$ cat config.mk
export PLATFORM = sky130hd
export DESIGN_NAME = can_fault_conf
export DESIGN_NICKNAME = d
export VERILOG_FILES = /design/src/rtl/can_fc_pkg.sv /design/src/rtl/can_fc_counters.sv /design/src/rtl/can_fc_flags.sv /design/src/rtl/can_fc_router.sv /design/src/rtl/can_fault_conf.sv
export SDC_FILE = /design/constraint.sdc
export NUM_CORES = 1
export LEC_CHECK = 0
export ABC_AREA = 1
export ABC_CLOCK_PERIOD_IN_PS = 1730
export BUFFER_PORTS_ARGS = -buffer_cell sky130_fd_sc_hd__buf_2
export CORE_ASPECT_RATIO = 0.75
export CORE_UTILIZATION = 35
export CTS_BUF_LIST = sky130_fd_sc_hd__clkbuf_16
export CTS_CLUSTER_DIAMETER = 50
export DETAILED_ROUTE_END_ITERATION = 10
export PLACE_DENSITY = 0.67
export SLEW_MARGIN = 20
export SYNTH_ARGS = -nofsm -noshare
export SYNTH_HDL_FRONTEND = slang
export SYNTH_HIERARCHICAL = 1
export SYNTH_SLANG_ARGS = --single-unit
$ cat constraint.sdc
create_clock -name clk -period 1.73 [get_ports clk]
set_input_delay 0.173 -clock clk [delete_from_list [all_inputs] [get_ports clk]]
set_output_delay 0.173 -clock clk [all_outputs]
set_load 0.01 [all_outputs]
$ cat src/rtl/can_fc_pkg.sv
package can_fc_pkg;
  localparam int REG_W = 32;

  typedef enum logic [1:0] {
    ST_ACTIVE = 2'd0,
    ST_WARN   = 2'd1,
    ST_PASS   = 2'd2,
    ST_BOFF   = 2'd3
  } fc_state_e;

  localparam int ES_WARN    = 16;
  localparam int ES_PASS    = 17;
  localparam int ES_BOFF    = 18;
  localparam int ES_PROT_LO = 19;
  localparam int NPROT      = 6;

  localparam int GF_WARN   = 8;
  localparam int GF_PASS   = 9;
  localparam int GF_BOFF   = 10;
  localparam int GF_EVT_LO = 11;
  localparam int NEVT      = 7;
  localparam int GF_GMBX   = 15;
  localparam int MBX_W     = 5;

  localparam int GM_L0EN   = 0;
  localparam int GM_L1EN   = 1;
  localparam int GM_SYS_L1 = 2;

  localparam logic [REG_W-1:0] ES_USED   = 32'h01FF_0000;
  localparam logic [REG_W-1:0] GF_USED   = 32'h0003_FF00;
  localparam logic [REG_W-1:0] GF_SYS    = 32'h0001_7F00;
  localparam logic [REG_W-1:0] GF_MBXCLS = 32'h0002_8000;
endpackage

$ cat src/rtl/can_fc_counters.sv
module can_fc_counters
  import can_fc_pkg::*;
#(
  parameter int CNT_W    = 9,
  parameter int TX_STEP  = 8,
  parameter int WARN_LIM = 96,
  parameter int PASS_LIM = 128,
  parameter int BOFF_LIM = 255,
  parameter int RECOV_N  = 128
) (
  input  logic             clk,
  input  logic             rst,
  input  logic             tx_err_i,
  input  logic             tx_ok_i,
  input  logic             rx_err_i,
  input  logic             rx_ok_i,
  input  logic             recess_i,
  output logic [CNT_W-1:0] tec_o,
  output logic [CNT_W-1:0] rec_o,
  output fc_state_e        state_o
);
  localparam int RC_W = $clog2(RECOV_N + 1);

  logic [CNT_W-1:0] tec_q, tec_n, rec_q, rec_n;
  logic [RC_W-1:0]  rc_q, rc_n;
  logic             boff_q, boff_n;
  fc_state_e        state_q, state_n;

  always_comb begin
    tec_n  = tec_q;
    rec_n  = rec_q;
    rc_n   = rc_q;
    boff_n = boff_q;
    if (boff_q) begin
      if (recess_i) begin
        if (rc_q == RC_W'(RECOV_N - 1)) begin
          tec_n  = '0;
          rec_n  = '0;
          rc_n   = '0;
          boff_n = 1'b0;
        end else begin
          rc_n = rc_q + 1'b1;
        end
      end
    end else begin
      if (tx_err_i)
        tec_n = tec_q + CNT_W'(TX_STEP);
      else if (tx_ok_i && tec_q != '0)
        tec_n = tec_q - 1'b1;
      if (rx_err_i && rec_q < CNT_W'(BOFF_LIM))
        rec_n = rec_q + 1'b1;
      else if (rx_ok_i && rec_q != '0)
        rec_n = rec_q - 1'b1;
      if (tec_n > CNT_W'(BOFF_LIM))
        boff_n = 1'b1;
    end
  end

  always_comb begin
    if (boff_n)
      state_n = ST_BOFF;
    else if (tec_n >= CNT_W'(PASS_LIM) || rec_n >= CNT_W'(PASS_LIM))
      state_n = ST_PASS;
    else if (tec_n >= CNT_W'(WARN_LIM) || rec_n >= CNT_W'(WARN_LIM))
      state_n = ST_WARN;
    else
      state_n = ST_ACTIVE;
  end

  always_ff @(posedge clk) begin
    if (rst) begin
      tec_q   <= '0;
      rec_q   <= '0;
      rc_q    <= '0;
      boff_q  <= 1'b0;
      state_q <= ST_ACTIVE;
    end else begin
      tec_q   <= tec_n;
      rec_q   <= rec_n;
      rc_q    <= rc_n;
      boff_q  <= boff_n;
      state_q <= state_n;
    end
  end

  assign tec_o   = tec_q;
  assign rec_o   = rec_q;
  assign state_o = state_q;

  AST_REC_CAPPED: assert property (@(posedge clk) disable iff (rst) rec_q <= CNT_W'(BOFF_LIM));
  AST_BOFF_ENTRY: assert property (@(posedge clk) disable iff (rst) $rose(boff_q) |-> tec_q > CNT_W'(BOFF_LIM));
  AST_BOFF_FROZEN: assert property (@(posedge clk) disable iff (rst) (boff_q && !recess_i) |=> ($stable(tec_q) && $stable(rec_q)));
  AST_RECOV_ZERO: assert property (@(posedge clk) disable iff (rst) $fell(boff_q) |-> (tec_q == '0 && rec_q == '0));
endmodule

$ cat src/rtl/can_fc_flags.sv
module can_fc_flags
  import can_fc_pkg::*;
(
  input  logic             clk,
  input  logic             rst,
  input  fc_state_e        state_i,
  input  logic [NPROT-1:0] prot_err_i,
  input  logic [NEVT-1:0]  sys_evt_i,
  input  logic [MBX_W-1:0] mbox_num_i,
  input  logic [REG_W-1:0] es_clr_i,
  input  logic [REG_W-1:0] gif_clr_i,
  output logic [REG_W-1:0] es_o,
  output logic [REG_W-1:0] gif_o
);
  logic             warn_lv, pass_lv, boff_lv;
  logic             warn_pq, pass_pq, boff_pq;
  logic [REG_W-1:0] es_set, gif_set, es_q, gif_q;

  assign warn_lv = (state_i != ST_ACTIVE);
  assign pass_lv = (state_i == ST_PASS) || (state_i == ST_BOFF);
  assign boff_lv = (state_i == ST_BOFF);

  always_comb begin
    es_set  = '0;
    gif_set = '0;
    for (int i = 0; i < NPROT; i++)
      es_set[ES_PROT_LO + i] = prot_err_i[i];
    for (int i = 0; i < NEVT; i++)
      gif_set[GF_EVT_LO + i] = sys_evt_i[i];
    es_set[ES_WARN]  = warn_lv & ~warn_pq;
    es_set[ES_PASS]  = pass_lv & ~pass_pq;
    es_set[ES_BOFF]  = boff_lv & ~boff_pq;
    gif_set[GF_WARN] = warn_lv & ~warn_pq;
    gif_set[GF_PASS] = pass_lv & ~pass_pq;
    gif_set[GF_BOFF] = boff_lv & ~boff_pq;
  end

  always_ff @(posedge clk) begin
    if (rst) begin
      warn_pq <= 1'b0;
      pass_pq <= 1'b0;
      boff_pq <= 1'b0;
      es_q    <= '0;
      gif_q   <= '0;
    end else begin
      warn_pq <= warn_lv;
      pass_pq <= pass_lv;
      boff_pq <= boff_lv;
      es_q    <= ((es_q & ~es_clr_i) | es_set) & ES_USED;
      gif_q[REG_W-1:MBX_W] <= ((gif_q[REG_W-1:MBX_W] & ~gif_clr_i[REG_W-1:MBX_W])
                              | gif_set[REG_W-1:MBX_W]) & GF_USED[REG_W-1:MBX_W];
      if (sys_evt_i[GF_GMBX - GF_EVT_LO])
        gif_q[MBX_W-1:0] <= mbox_num_i;
    end
  end

  assign es_o  = es_q;
  assign gif_o = gif_q;

  AST_BOFF_FLAG_ON_ENTRY: assert property (@(posedge clk) disable iff (rst) $rose(gif_q[GF_BOFF]) |-> state_i == ST_BOFF);
  AST_PASS_FLAG_ON_ENTRY: assert property (@(posedge clk) disable iff (rst) $rose(gif_q[GF_PASS]) |-> pass_lv);
  AST_FORM_STICKY: assert property (@(posedge clk) disable iff (rst) (es_q[ES_PROT_LO + 5] && !es_clr_i[ES_PROT_LO + 5]) |=> es_q[ES_PROT_LO + 5]);
endmodule

$ cat src/rtl/can_fc_router.sv
module can_fc_router
  import can_fc_pkg::*;
(
  input  logic             clk,
  input  logic             rst,
  input  logic [REG_W-1:0] gif_i,
  input  logic [REG_W-1:0] gim_i,
  input  logic             mbox_l1_i,
  output logic             irq0_o,
  output logic             irq1_o
);
  logic [REG_W-1:0] act, to_l1, to_l0;
  logic             irq0_q, irq1_q;

  always_comb begin
    act   = gif_i & gim_i & GF_USED;
    to_l1 = (act & GF_SYS & {REG_W{gim_i[GM_SYS_L1]}})
          | (act & GF_MBXCLS & {REG_W{mbox_l1_i}});
    to_l0 = act & ~to_l1;
  end

  always_ff @(posedge clk) begin
    if (rst) begin
      irq0_q <= 1'b0;
      irq1_q <= 1'b0;
    end else begin
      irq0_q <= gim_i[GM_L0EN] & (|to_l0);
      irq1_q <= gim_i[GM_L1EN] & (|to_l1);
    end
  end

  assign irq0_o = irq0_q;
  assign irq1_o = irq1_q;

  AST_L0_NEEDS_EN: assert property (@(posedge clk) disable iff (rst) irq0_q |-> $past(gim_i[GM_L0EN]));
  AST_L1_NEEDS_EN: assert property (@(posedge clk) disable iff (rst) irq1_q |-> $past(gim_i[GM_L1EN]));
  AST_IRQ_NEEDS_FLAG: assert property (@(posedge clk) disable iff (rst) (irq0_q || irq1_q) |-> $past(|(gif_i & GF_USED)));
endmodule

$ cat src/rtl/can_fault_conf.sv
module can_fault_conf
  import can_fc_pkg::*;
#(
  parameter int CNT_W    = 9,
  parameter int TX_STEP  = 8,
  parameter int WARN_LIM = 96,
  parameter int PASS_LIM = 128,
  parameter int BOFF_LIM = 255,
  parameter int RECOV_N  = 128
) (
  input  logic             clk,
  input  logic             rst,
  input  logic             tx_err_i,
  input  logic             tx_ok_i,
  input  logic             rx_err_i,
  input  logic             rx_ok_i,
  input  logic             recess_i,
  input  logic [5:0]       prot_err_i,
  input  logic [6:0]       sys_evt_i,
  input  logic [4:0]       mbox_num_i,
  input  logic [31:0]      es_clr_i,
  input  logic [31:0]      gif_clr_i,
  input  logic [31:0]      gim_i,
  input  logic             mbox_l1_i,
  output logic [CNT_W-1:0] tec_o,
  output logic [CNT_W-1:0] rec_o,
  output logic [1:0]       state_o,
  output logic [31:0]      es_o,
  output logic [31:0]      gif_o,
  output logic             irq0_o,
  output logic             irq1_o
);
  fc_state_e        st;
  logic [REG_W-1:0] gif_w;

  can_fc_counters #(
    .CNT_W(CNT_W), .TX_STEP(TX_STEP), .WARN_LIM(WARN_LIM),
    .PASS_LIM(PASS_LIM), .BOFF_LIM(BOFF_LIM), .RECOV_N(RECOV_N)
  ) u_cnt (
    .clk(clk), .rst(rst),
    .tx_err_i(tx_err_i), .tx_ok_i(tx_ok_i),
    .rx_err_i(rx_err_i), .rx_ok_i(rx_ok_i),
    .recess_i(recess_i),
    .tec_o(tec_o), .rec_o(rec_o), .state_o(st)
  );

  can_fc_flags u_flg (
    .clk(clk), .rst(rst), .state_i(st),
    .prot_err_i(prot_err_i), .sys_evt_i(sys_evt_i), .mbox_num_i(mbox_num_i),
    .es_clr_i(es_clr_i), .gif_clr_i(gif_clr_i),
    .es_o(es_o), .gif_o(gif_w)
  );

  can_fc_router u_rte (
    .clk(clk), .rst(rst), .gif_i(gif_w), .gim_i(gim_i),
    .mbox_l1_i(mbox_l1_i), .irq0_o(irq0_o), .irq1_o(irq1_o)
  );

  assign gif_o   = gif_w;
  assign state_o = st;
endmodule

* Yosys cells after proc, flatten, opt, wreduce, memory -nomap -nowiden *
Cells that the tools add are included.
W data, S select, Z words.

word-level totals
  register bits after elaboration = 58
  input bits = 122
  output and inout port bits = 86
  word-level logic and storage cells = 78

operators by class
  add/sub/neg operators = 5
  magnitude comparators = 6
  equal/unequal tests = 3
  mux-type cells = 19
  bitwise operators = 20
  reductions and logical operators = 12

operator list
  cell                   number
  $mux W9                11
  $and A18 B32 Y32       2
  $reduce_or A32 Y1      2
  $and A17 B32 Y32       1
  $not A32 Y32           1
  $or A32 B32 Y32        1
  $and A25 B25 Y25       1
  $not A25 Y25           1
  $or A25 B25 Y25        1
  $and A18 B18 Y18       1
  $ge A9 B7 Y1 const B   2
  $ge A9 B8 Y1 const B   2
  $reduce_bool A9 Y1     2
  $sub A9 B1 Y9 const B  2
  $and A13 B13 Y13       1
  $not A13 Y13           1
  $or A13 B13 Y13        1
  $add A9 B1 Y9 const B  1
  $add A9 B4 Y9 const B  1
  $gt A9 B8 Y1 const B   1
  $lt A9 B8 Y1 const B   1
  $add A8 B1 Y8 const B  1
  $eq A8 B7 Y1 const B   1
  $mux W8                1
  9 further kinds        25

* Depth between registers and ports, before layout *
Gate-level depths: netlist of the first run.

  depth in word-level cells = 11
  gate-level depth with buffers = 15
  gate-level depth less buffers = 15

* By module *
Netlist of the first run, hierarchy kept.

by module, submodules not included
  module           times used  cells an instance  area each (µm²)  seq. area each (µm²)
  can_fc_counters  1           284                1860.5           580.6
  can_fc_flags     1           154                1285.0           540.5
  can_fc_router    1           46                 224.0            40.0

* Worst setup path after synthesis of the first run *
No wires, ideal clock.

  path kind = reg-to-reg
  start point = register u_cnt.rec_q[0], in the netlist u_cnt/rec_o[0]
  end point = register u_cnt.state_q[1], in the netlist u_cnt/state_o[1]
  library setup time = 0.116 ns
  arrival = 1.546 ns
  data required time = 1.614 ns
  slack = 0.068 ns
  stages on the path, launching flop included = 13
  buffers on the path = 0
  clock period less this slack = 1.662 ns
  cells stage by stage = dfxtp_1 > inv_1 > ha_1 > inv_1 > nor2_1 > nand4_1 > nand2_2 > o21ai_2 > nand3_2 > nand2_2 > nand3_2 > o21ai_1 > nand2_1

on the way
  word-level cells in the longest chain between the ends = 9
  elaborated cells on any way between the ends = 15
  those cells by class = 2 x add/sub; 2 x order compare; 7 x mux; 4 x reduce/logical

RTL lines
  what                                                                   RTL line               text
  from (decl)                                                            can_fc_counters.sv:24  logic [CNT_W-1:0] tec_q, tec_n, rec_q, rec_n;
  from (signal assigned)                                                 can_fc_counters.sv:79  rec_q <= rec_n;
  parallel branches: the longest is 4 deep, another holds $sub A9 B1 Y9  n/a
  $mux W9 *                                                              can_fc_counters.sv:34  if (boff_q) begin
  $ge A9 B8 Y1 *                                                         can_fc_counters.sv:62  else if (tec_n >= CNT_W'(PASS_LIM) || rec_n >= CNT_W'(PASS_LIM))
  $logic_or A1 B1 Y1 *                                                   can_fc_counters.sv:62
  $mux W2 *                                                              can_fc_counters.sv:62
  $mux W2 *                                                              can_fc_counters.sv:60  if (boff_n)
  to (signal assigned)                                                   can_fc_counters.sv:82  state_q <= state_n;
  to (decl)                                                              can_fc_counters.sv:27  fc_state_e state_q, state_n;

Every way passes the cells marked *.
A chain may end at the register's enable or synchronous reset.

* Worst setup path in the final report of the first run *
  start point = register u_cnt.tec_q[3], in the netlist u_cnt/tec_o[3]
  end point = register u_cnt.state_q[1], in the netlist u_cnt/state_o[1]

on the way
  word-level cells in the longest chain between the ends = 10
  elaborated cells on any way between the ends = 17
  those cells by class = 2 x add/sub; 2 x order compare; 10 x mux; 3 x reduce/logical

RTL lines
  what                                                                   RTL line               text
  from (decl)                                                            can_fc_counters.sv:24
  from (signal assigned)                                                 can_fc_counters.sv:78  tec_q <= tec_n;
  parallel branches: the longest is 9 deep, another holds $sub A9 B1 Y9  n/a
  $mux W2 *                                                              can_fc_counters.sv:60

Every way passes the cells marked *. The select of a mux whose other input is x is not followed.

==> impl_metrics.json, run 1 <==
{
  "result_of_the_run": "finished, final reports clean",
  "clk_pin_slew_ns": 0.05,
  "setup.worst_path.class": "register to register",
  "yosysMostFrequentCell": "sky130_fd_sc_hd__nand2_1",
  "layout-drive-gt1-share_pct": 32.31,
  "final_min_period_over_clock_period_pct": 97.65,
  "syn-instance-count": 484,
  "yosysSeqAreaShare_pct": 34.46,
  "fillerInstances": 936,
  "die_area_mm2": 0.01003,
  "ys_async_sr_fraction_pct": 0,
  "drv_slew": 0,
  "cp_cell_sequence": "inv_2 -> ha_1 -> a21boi_0 -> nand3_2 -> o21ai_2 -> nand2_1 -> nand2_1 -> nand3_1 -> o21ai_1 -> nand2_1",
  "synthDistinctLibCells": 37,
  "max_cap_violations": 0,
  "area_delta_synth_final_pct": 29.26,
  "final_hold_viol_count": 0,
  "worst_ir_drop_vdd_mv": 0.6185,
  "grt_antenna_before_repair": 0,
  "post-route-drc-count": 0,
  "synth_top_cells_by_area": "sky130_fd_sc_hd__dfxtp_1 (34%), sky130_fd_sc_hd__nand2_1 (12%), sky130_fd_sc_hd__buf_4 (8.9%)",
  "dp_slack_ns": 0.02599,
  "gr-total-overflow": 0,
  "worst_path_most_repeated_cell": "sky130_fd_sc_hd__nand2_1",
  "core_region_area_mm2": 0.009196,
  "worst_pin_slew_ns": 0.6104,
  "post-route-util_pct": 47.36,
  "period_needed_ns": 1.689,
  "cpPeakStageDelay_ns": 0.34,
  "antenna_violating_nets_post_route": 0,
  "cts_tree": "yes",
  "rows": 30,
  "worstPathArrival_ns": 1.90,
  "first_pass_iters": 5,
  "path_max_fanout": 3,
  "post_route_cell_area_mm2": 0.004355,
  "yosysTopAreaCell": "sky130_fd_sc_hd__dfxtp_1",
  "vias_per_cell": 4.501,
  "worst_slew_margin_rel_pct": 59.31,
  "worst_skew_pair_later_pin_latency_ns": 0.32,
  "grt_pass1_wl_um": 12630,
  "syn-cell-area_mm2": 0.003369,
  "mean_post_synth_cell_area_um2": 6.962,
  "yosys_warnings": 6,
  "initialDrtViolationCount": 199,
  "cts_root_buf": "sky130_fd_sc_hd__clkbuf_16",
  "fp.dieH_um": 86.97,
  "cp_data_required_time_ns": 1.94,
  "setup_slack_ns": 0.04067,
  "synth_edf_count": 0,
  "globalRouteTotalUtil_pct": 16.08,
  "detailed_place.area_mm2": 0.003963,
  "number_of_clock_buffers_inserted_by_tritoncts": 9,
  "setup_tns_ns": 0,
  "number_of_buffers_on_the_longest_clock_path": 2,
  "number_of_primary_i_o_pins": 208,
  "crit_path_start_kind": "register",
  "power_mw": 4.343,
  "final_routed_wire_length_divided_by_cell_count_um": 11.44,
  "portBuffers": 103,
  "cts_sinks": 58,
  "synth_flop_cell": "sky130_fd_sc_hd__dfxtp_1",
  "floorplan.initialDensity_pct": 36.64,
  "endpoint_kind": "register",
  "peak_freq_ghz": 0.5920,
  "dr_total_vias": 3349,
  "fp.dieW_um": 115.3,
  "detail_route.wirelength_um": 8510,
  "htreeDepth": 3,
  "synth_top_cell_area_share_pct": 34.46,
  "flop_and_latch_count_out_of_synthesis": 58,
  "final_nets": 741,
  "leakage_nw": 2.239,
  "grt_max_degree": 48,
  "worstHoldPathType": "primary input to register",
  "antenna_diode_count": 0,
  "clock-skew-final_ns": 0.002798,
  "gp_congestion": 0.9435,
  "detailed_place_hpwl_um": 6412,
  "grt_setup_unrepaired": "true",
  "power.density_mw_per_mm2": 997.1,
  "netlist_top_cells_count": "sky130_fd_sc_hd__nand2_1 (108), sky130_fd_sc_hd__inv_1 (63), sky130_fd_sc_hd__dfxtp_1 (58), sky130_fd_sc_hd__nor2_1 (43), sky130_fd_sc_hd__buf_4 (40)",
  "final-setup-viol-count": 0,
  "worst_path_max_delay_cell": "sky130_fd_sc_hd__dfxtp_1",
  "vias_in_the_first_global_route": 2786
}
registers in the layout, summed over array words and instances (netlist names):
register and flops:
u_rte/irq0_o 1, u_rte/irq1_o 1, u_cnt/state_o 2, u_flg/gif_o 15
u_cnt/rc_q 8, u_cnt/boff_q 1, u_cnt/tec_o 9, u_flg/es_o 9
u_flg/pass_pq 1, u_cnt/rec_o 9, u_flg/warn_pq 1, u_flg/boff_pq 1
per-stage QoR:
step | hold WS (ns) | cells
finish | 0.06154 | 744
global route | 0.05208 | 744
CTS | 0.05072 | 741
detailed placement | 0.3851 | 725
global placement | 0.3768 | 725
floorplan | 0.2904 | 523
kinds of logic after synthesis:
family	count (synthesis)	share of synthesized area, %
and+or+nand+nor	216	28.37
other	1	0.1113
DFF	58	34.46
xor gates and xnor gates	5	1.300
AOI/OAI and AO/OA	79	13.85
buffers and inverters	117	18.94
adders and majority gates	8	2.971
final cells by class:
cell class / count / area, um2 / area share [%]
clock buffers: 9 / 225.2 / 5.171
multi-input cells: 348 / 1814 / 41.65
repair buffers: 127 / 699.4 / 16.06
well taps: 128 / 160.2 / 3.677
clock inverters: 7 / 37.54 / 0.8618
inverters: 67 / 251.5 / 5.774
flip-flops and latches: 58 / 1167 / 26.80
routing by layer:
layer	vias up	GRT usage (%)	part of all wire (%)
li1	1719	-	-
met1	1518	21.80	46
met2	104	25.41	48
met3	8	4.454	5.0
met4	0	3.542	0.75
met5	-	0	0
critical path: cells and delay by family (launching register included):
kind                     cells  cell delay, ns
AO/OA/AOI/OAI                3            0.55
adder cells (fa/ha/maj)      1            0.19
buffers and inverters        1            0.07
flip-flops                   1            0.34
AND/OR/NAND/NOR              5            0.44
repair_timing:
action | in CTS | in global routing
gates resized for setup | 0 | 38
endpoints found under the setup margin | 0 | 14
hold buffers | 0 | 0
setup buffers | 0 | 3
power by group:
part           internal (mW)  switching [mW]
clock                  0.947           0.588
sequential              1.47           0.121
combinational          0.508           0.710
final timing paths:
| path | start | end | slack [ns] | depth (start not counted) |
|---|---|---|---|---|
| max reg2reg | u_cnt/tec_o[3] | u_cnt/state_o[1] | 0.04 | 10 |
| min | prot_err_i[0] | u_flg/es_o[19] | 0.06 | 3 |
| min reg2reg | u_flg/gif_o[2] | u_flg/gif_o[2] | 0.47 | 2 |
| max | u_cnt/tec_o[3] | u_cnt/state_o[1] | 0.04 | 10 |
cell usage in the layout (no fill, tap or decap), types with 2 or more instances in the layout:
cell / instances
sky130_fd_sc_hd__nand2_1: 104
sky130_fd_sc_hd__buf_2: 103
sky130_fd_sc_hd__inv_1: 58
sky130_fd_sc_hd__dfxtp_1: 53
sky130_fd_sc_hd__conb_1: 40
sky130_fd_sc_hd__nor2_1: 39
sky130_fd_sc_hd__a21oi_1: 38
sky130_fd_sc_hd__nand3_1: 34
sky130_fd_sc_hd__buf_4: 23
sky130_fd_sc_hd__inv_2: 10
sky130_fd_sc_hd__clkbuf_16: 9
sky130_fd_sc_hd__o21ai_1: 9
sky130_fd_sc_hd__nor2_2: 8
sky130_fd_sc_hd__o21ai_0: 8
sky130_fd_sc_hd__a21oi_2: 8
sky130_fd_sc_hd__nand2_2: 7
sky130_fd_sc_hd__nand3_2: 6
sky130_fd_sc_hd__nand4_1: 5
sky130_fd_sc_hd__nor2_4: 5
sky130_fd_sc_hd__ha_1: 5
sky130_fd_sc_hd__dfxtp_2: 5
sky130_fd_sc_hd__a211oi_1: 4
sky130_fd_sc_hd__clkinv_2: 3
sky130_fd_sc_hd__o211ai_1: 3
sky130_fd_sc_hd__xnor2_1: 3
sky130_fd_sc_hd__clkinvlp_4: 2
sky130_fd_sc_hd__o21ai_2: 2
sky130_fd_sc_hd__nor3_1: 2
sky130_fd_sc_hd__xor2_1: 2
sky130_fd_sc_hd__nand3b_1: 2
sky130_fd_sc_hd__ha_4: 2
Power figures use the tool's default switching activity.
==> run 2: changes to the inputs <==
Settings changed: PLACE_DENSITY 0.67 to 0.68, SYNTH_HIERARCHICAL 1 to not set.
==> impl_metrics.json, run 2 <==
{
  "result_of_the_run": "finished, final reports clean",
  "power.density_mw_per_mm2": 1093,
  "grt_antenna_before_repair": 0,
  "synth_flop_cell": "sky130_fd_sc_hd__dfxtp_1",
  "final_min_period_over_clock_period_pct": 98.57,
  "multi_input_comb_area_mm2": 0.001758,
  "hold_slack_ns": 0.05167,
  "critPathLaunch": "u_cnt.rec_o[0]",
  "worst_skew_pair_later_pin_latency_ns": 0.32,
  "synth_mux_area_share_pct": 0,
  "cts_tree": "yes",
  "critical_path.n_buffers_inverters": 2,
  "clk_pin_slew_ns": 0.05,
  "power_mw": 4.847,
  "cp_data_required_time_ns": 1.94,
  "max_cap_violations": 0,
  "final-setup-viol-count": 0,
  "fp.dieW_um": 113.4,
  "cpPeakStageDelay_ns": 0.32,
  "number_of_cells_in_the_design_after_placement": 723,
  "synth_xor_xnor_area_share_pct": 1.612,
  "gp_congestion": 0.8433,
  "netlist_top_cells_count": "sky130_fd_sc_hd__nand2_1 (93), sky130_fd_sc_hd__inv_1 (66), sky130_fd_sc_hd__dfxtp_1 (58), sky130_fd_sc_hd__nor2_1 (53), sky130_fd_sc_hd__a21oi_1 (43)",
  "worstPathArrival_ns": 1.92,
  "finalNonFillerCells": 741,
  "worst_path_max_delay_cell": "sky130_fd_sc_hd__dfxtp_2",
  "max_reg_flops": 15,
  "first_pass_iters": 4,
  "core_region_area_mm2": 0.009046,
  "ys_async_sr_fraction_pct": 0,
  "worst_r2r_path_depth": 14,
  "htreeDepth": 3,
  "syn-cell-area_mm2": 0.003259,
  "cp_cell_sequence": "inv_2 -> ha_2 -> nand2_2 -> buf_4 -> nor3_2 -> nand3_1 -> nand2_1 -> nand2_1 -> nand2_2 -> nand2_2 -> nand3_1 -> nand2_1 -> nand2_1 -> nand2_1",
  "vias_per_cell": 4.397,
  "synth_compound_area_share_pct": 12.67,
  "grt_max_degree": 39,
  "path_max_fanout": 4,
  "worstHoldPathType": "primary input to register",
  "synthDistinctLibCells": 36,
  "fp.dieH_um": 85.58,
  "yosysMostFrequentCell": "sky130_fd_sc_hd__nand2_1",
  "drv_slew": 0,
  "layout-drive-gt1-share_pct": 35.24,
  "mostFrequentLayoutCells": "sky130_fd_sc_hd__buf_2 (103), sky130_fd_sc_hd__nand2_1 (84), sky130_fd_sc_hd__inv_1 (59)",
  "worst_ir_drop_vdd_mv": 0.4546,
  "footprint_of_the_flip_flops_and_latches_mm2": 0.001179,
  "number_of_clock_buffers_inserted_by_tritoncts": 9,
  "final_nets": 739,
  "dp_slack_ns": -0.06947,
  "synthSimpleGateAreaFrac_pct": 28.21,
  "worst_path_most_repeated_cell": "sky130_fd_sc_hd__nand2_1",
  "die_area_mm2": 0.009707,
  "grt_setup_unrepaired": "true",
  "clock-skew-final_ns": 0.006547,
  "worstSetupPathDepth": 14,
  "flop_and_latch_count_out_of_synthesis": 58,
  "syn-instance-count": 471,
  "post-route-drc-count": 0,
  "synth_edf_count": 0,
  "ctsHoldBuffers": 0,
  "yosysTopAreaCell": "sky130_fd_sc_hd__dfxtp_1",
  "number_of_buffers_on_the_longest_clock_path": 2,
  "period_needed_ns": 1.705,
  "setup.worst_path.class": "register to register",
  "grt_pass1_wl_um": 12750,
  "initialDrtViolationCount": 114,
  "detailed_place_hpwl_um": 6005,
  "final_hold_viol_count": 0,
  "yosys_warnings": 0,
  "endpoint_of_the_lowest_slack_register_to_register_path": "u_cnt.state_o[0]",
  "portBuffers": 103,
  "rrSetupSlack_ns": 0.02,
  "number_of_primary_i_o_pins": 208,
  "layout_commonest_cell": "sky130_fd_sc_hd__buf_2",
  "yosys.area_share.adder_pct": 3.071,
  "setup_slack_ns": 0.02472,
  "crit-reg2reg-launch": "u_cnt.rec_o[0]",
  "gr-total-overflow": 0,
  "main_combinational_cell_family_by_area_after_synthesis": "simple AND/OR/NAND/NOR gates",
  "leakage_nw": 2.343,
  "antenna_violating_nets_post_route": 0,
  "peak_freq_ghz": 0.5864,
  "crit_path_start_kind": "register",
  "cts_sinks": 58,
  "cts_root_buf": "sky130_fd_sc_hd__clkbuf_16",
  "yosysSeqAreaShare_pct": 35.62,
  "fillerInstances": 891,
  "mean_post_synth_cell_area_um2": 6.920,
  "crit_end": "u_cnt.state_o[0]",
  "rows": 30,
  "floorplan.initialDensity_pct": 36.03,
  "globalRouteTotalUtil_pct": 16.77,
  "endpoint_kind": "register",
  "detail_route.wirelength_um": 8031,
  "vias_in_the_first_global_route": 2835,
  "antenna_diode_count": 0,
  "area_delta_synth_final_pct": 36.05,
  "synth_top_cell_area_share_pct": 35.62,
  "dr_total_vias": 3258,
  "cpLargestDelayFamily": "simple AND/OR/NAND/NOR gates",
  "final_routed_wire_length_divided_by_cell_count_um": 10.84,
  "synth_top_cells_by_area": "sky130_fd_sc_hd__dfxtp_1 (36%), sky130_fd_sc_hd__nand2_1 (11%), sky130_fd_sc_hd__buf_4 (9.4%)"
}
==> run 2: cells by family (layout without fill, tap and decap cells) <==
group | after synthesis | count (layout)
flip-flops | 58 | 58
AO/OA/AOI/OAI | 74 | 74
buffers and inverters | 117 | 220
adder cells (fa/ha/maj) | 8 | 8
AND/OR/NAND/NOR | 207 | 207
other | 1 | 40
XOR/XNOR | 6 | 6
==> run 2: how the worst min path moves through the flow <==
stage / cells after the start / startpoint / to
final: 3 / prot_err_i[1] / u_flg.es_o[20]
after global routing: 3 / prot_err_i[5] / u_flg.es_o[24]
after global placement: 3 / sys_evt_i[3] / u_flg.gif_o[14]
after CTS: 3 / sys_evt_i[1] / u_flg.gif_o[12]
after floorplan: 2 / prot_err_i[0] / u_flg.es_o[19]
after detailed placement: 3 / prot_err_i[3] / u_flg.es_o[22]
==> run 2: final cells by class <==
cell class | count | area share (%)
timing repair buffer | 137 | 17.47
clock buffer | 9 | 5.079
sequential | 58 | 26.58
clock inverter | 6 | 1.862
tap | 128 | 3.612
inverter | 68 | 5.756
multi-input combinational | 335 | 39.64
==> run 2: routing by layer <==
layer,vias to the layer above,global-route usage (%),routed length (um)
met5,-,0,0
met4,0,5.742,82
met3,8,5.583,619
met2,114,26.55,3624
met1,1444,21.48,3705
li1,1692,-,-
==> run 2: through the flow <==
stage / instance area [um2] / util (%) / TNS [ns]
floorplan: 3406 / - / 0
global placement: 3960 / 43.78 / -0.05199
detailed placement: 3960 / 43.78 / -0.2125
CTS: 4300 / 47.54 / 0
global route: 4434 / 49.02 / -0.2499
finish: 4434 / 49.02 / 0
==> run 2: report_power, final <==
| part | total, mW | internal [mW] | switching [mW] | leakage [nW] |
|---|---|---|---|---|
| combinational | 1.37 | 0.583 | 0.785 | 1.72 |
| clock | 1.85 | 1.24 | 0.612 | 0.143 |
| sequential | 1.63 | 1.49 | 0.132 | 0.482 |
==> run 2: tightest hold or removal path: cells and delay by family <==
family                 cells  cell delay (ns)
AOI/OAI and AO/OA          1             0.03
buffers and inverters      1             0.07
and+or+nand+nor            1             0.06
==> run 2: repair_timing <==
action,4_1_cts,5_1_grt
gates resized for setup,11,44
endpoints found under the setup margin,7,14
setup buffers,0,4
pin swaps,4,15
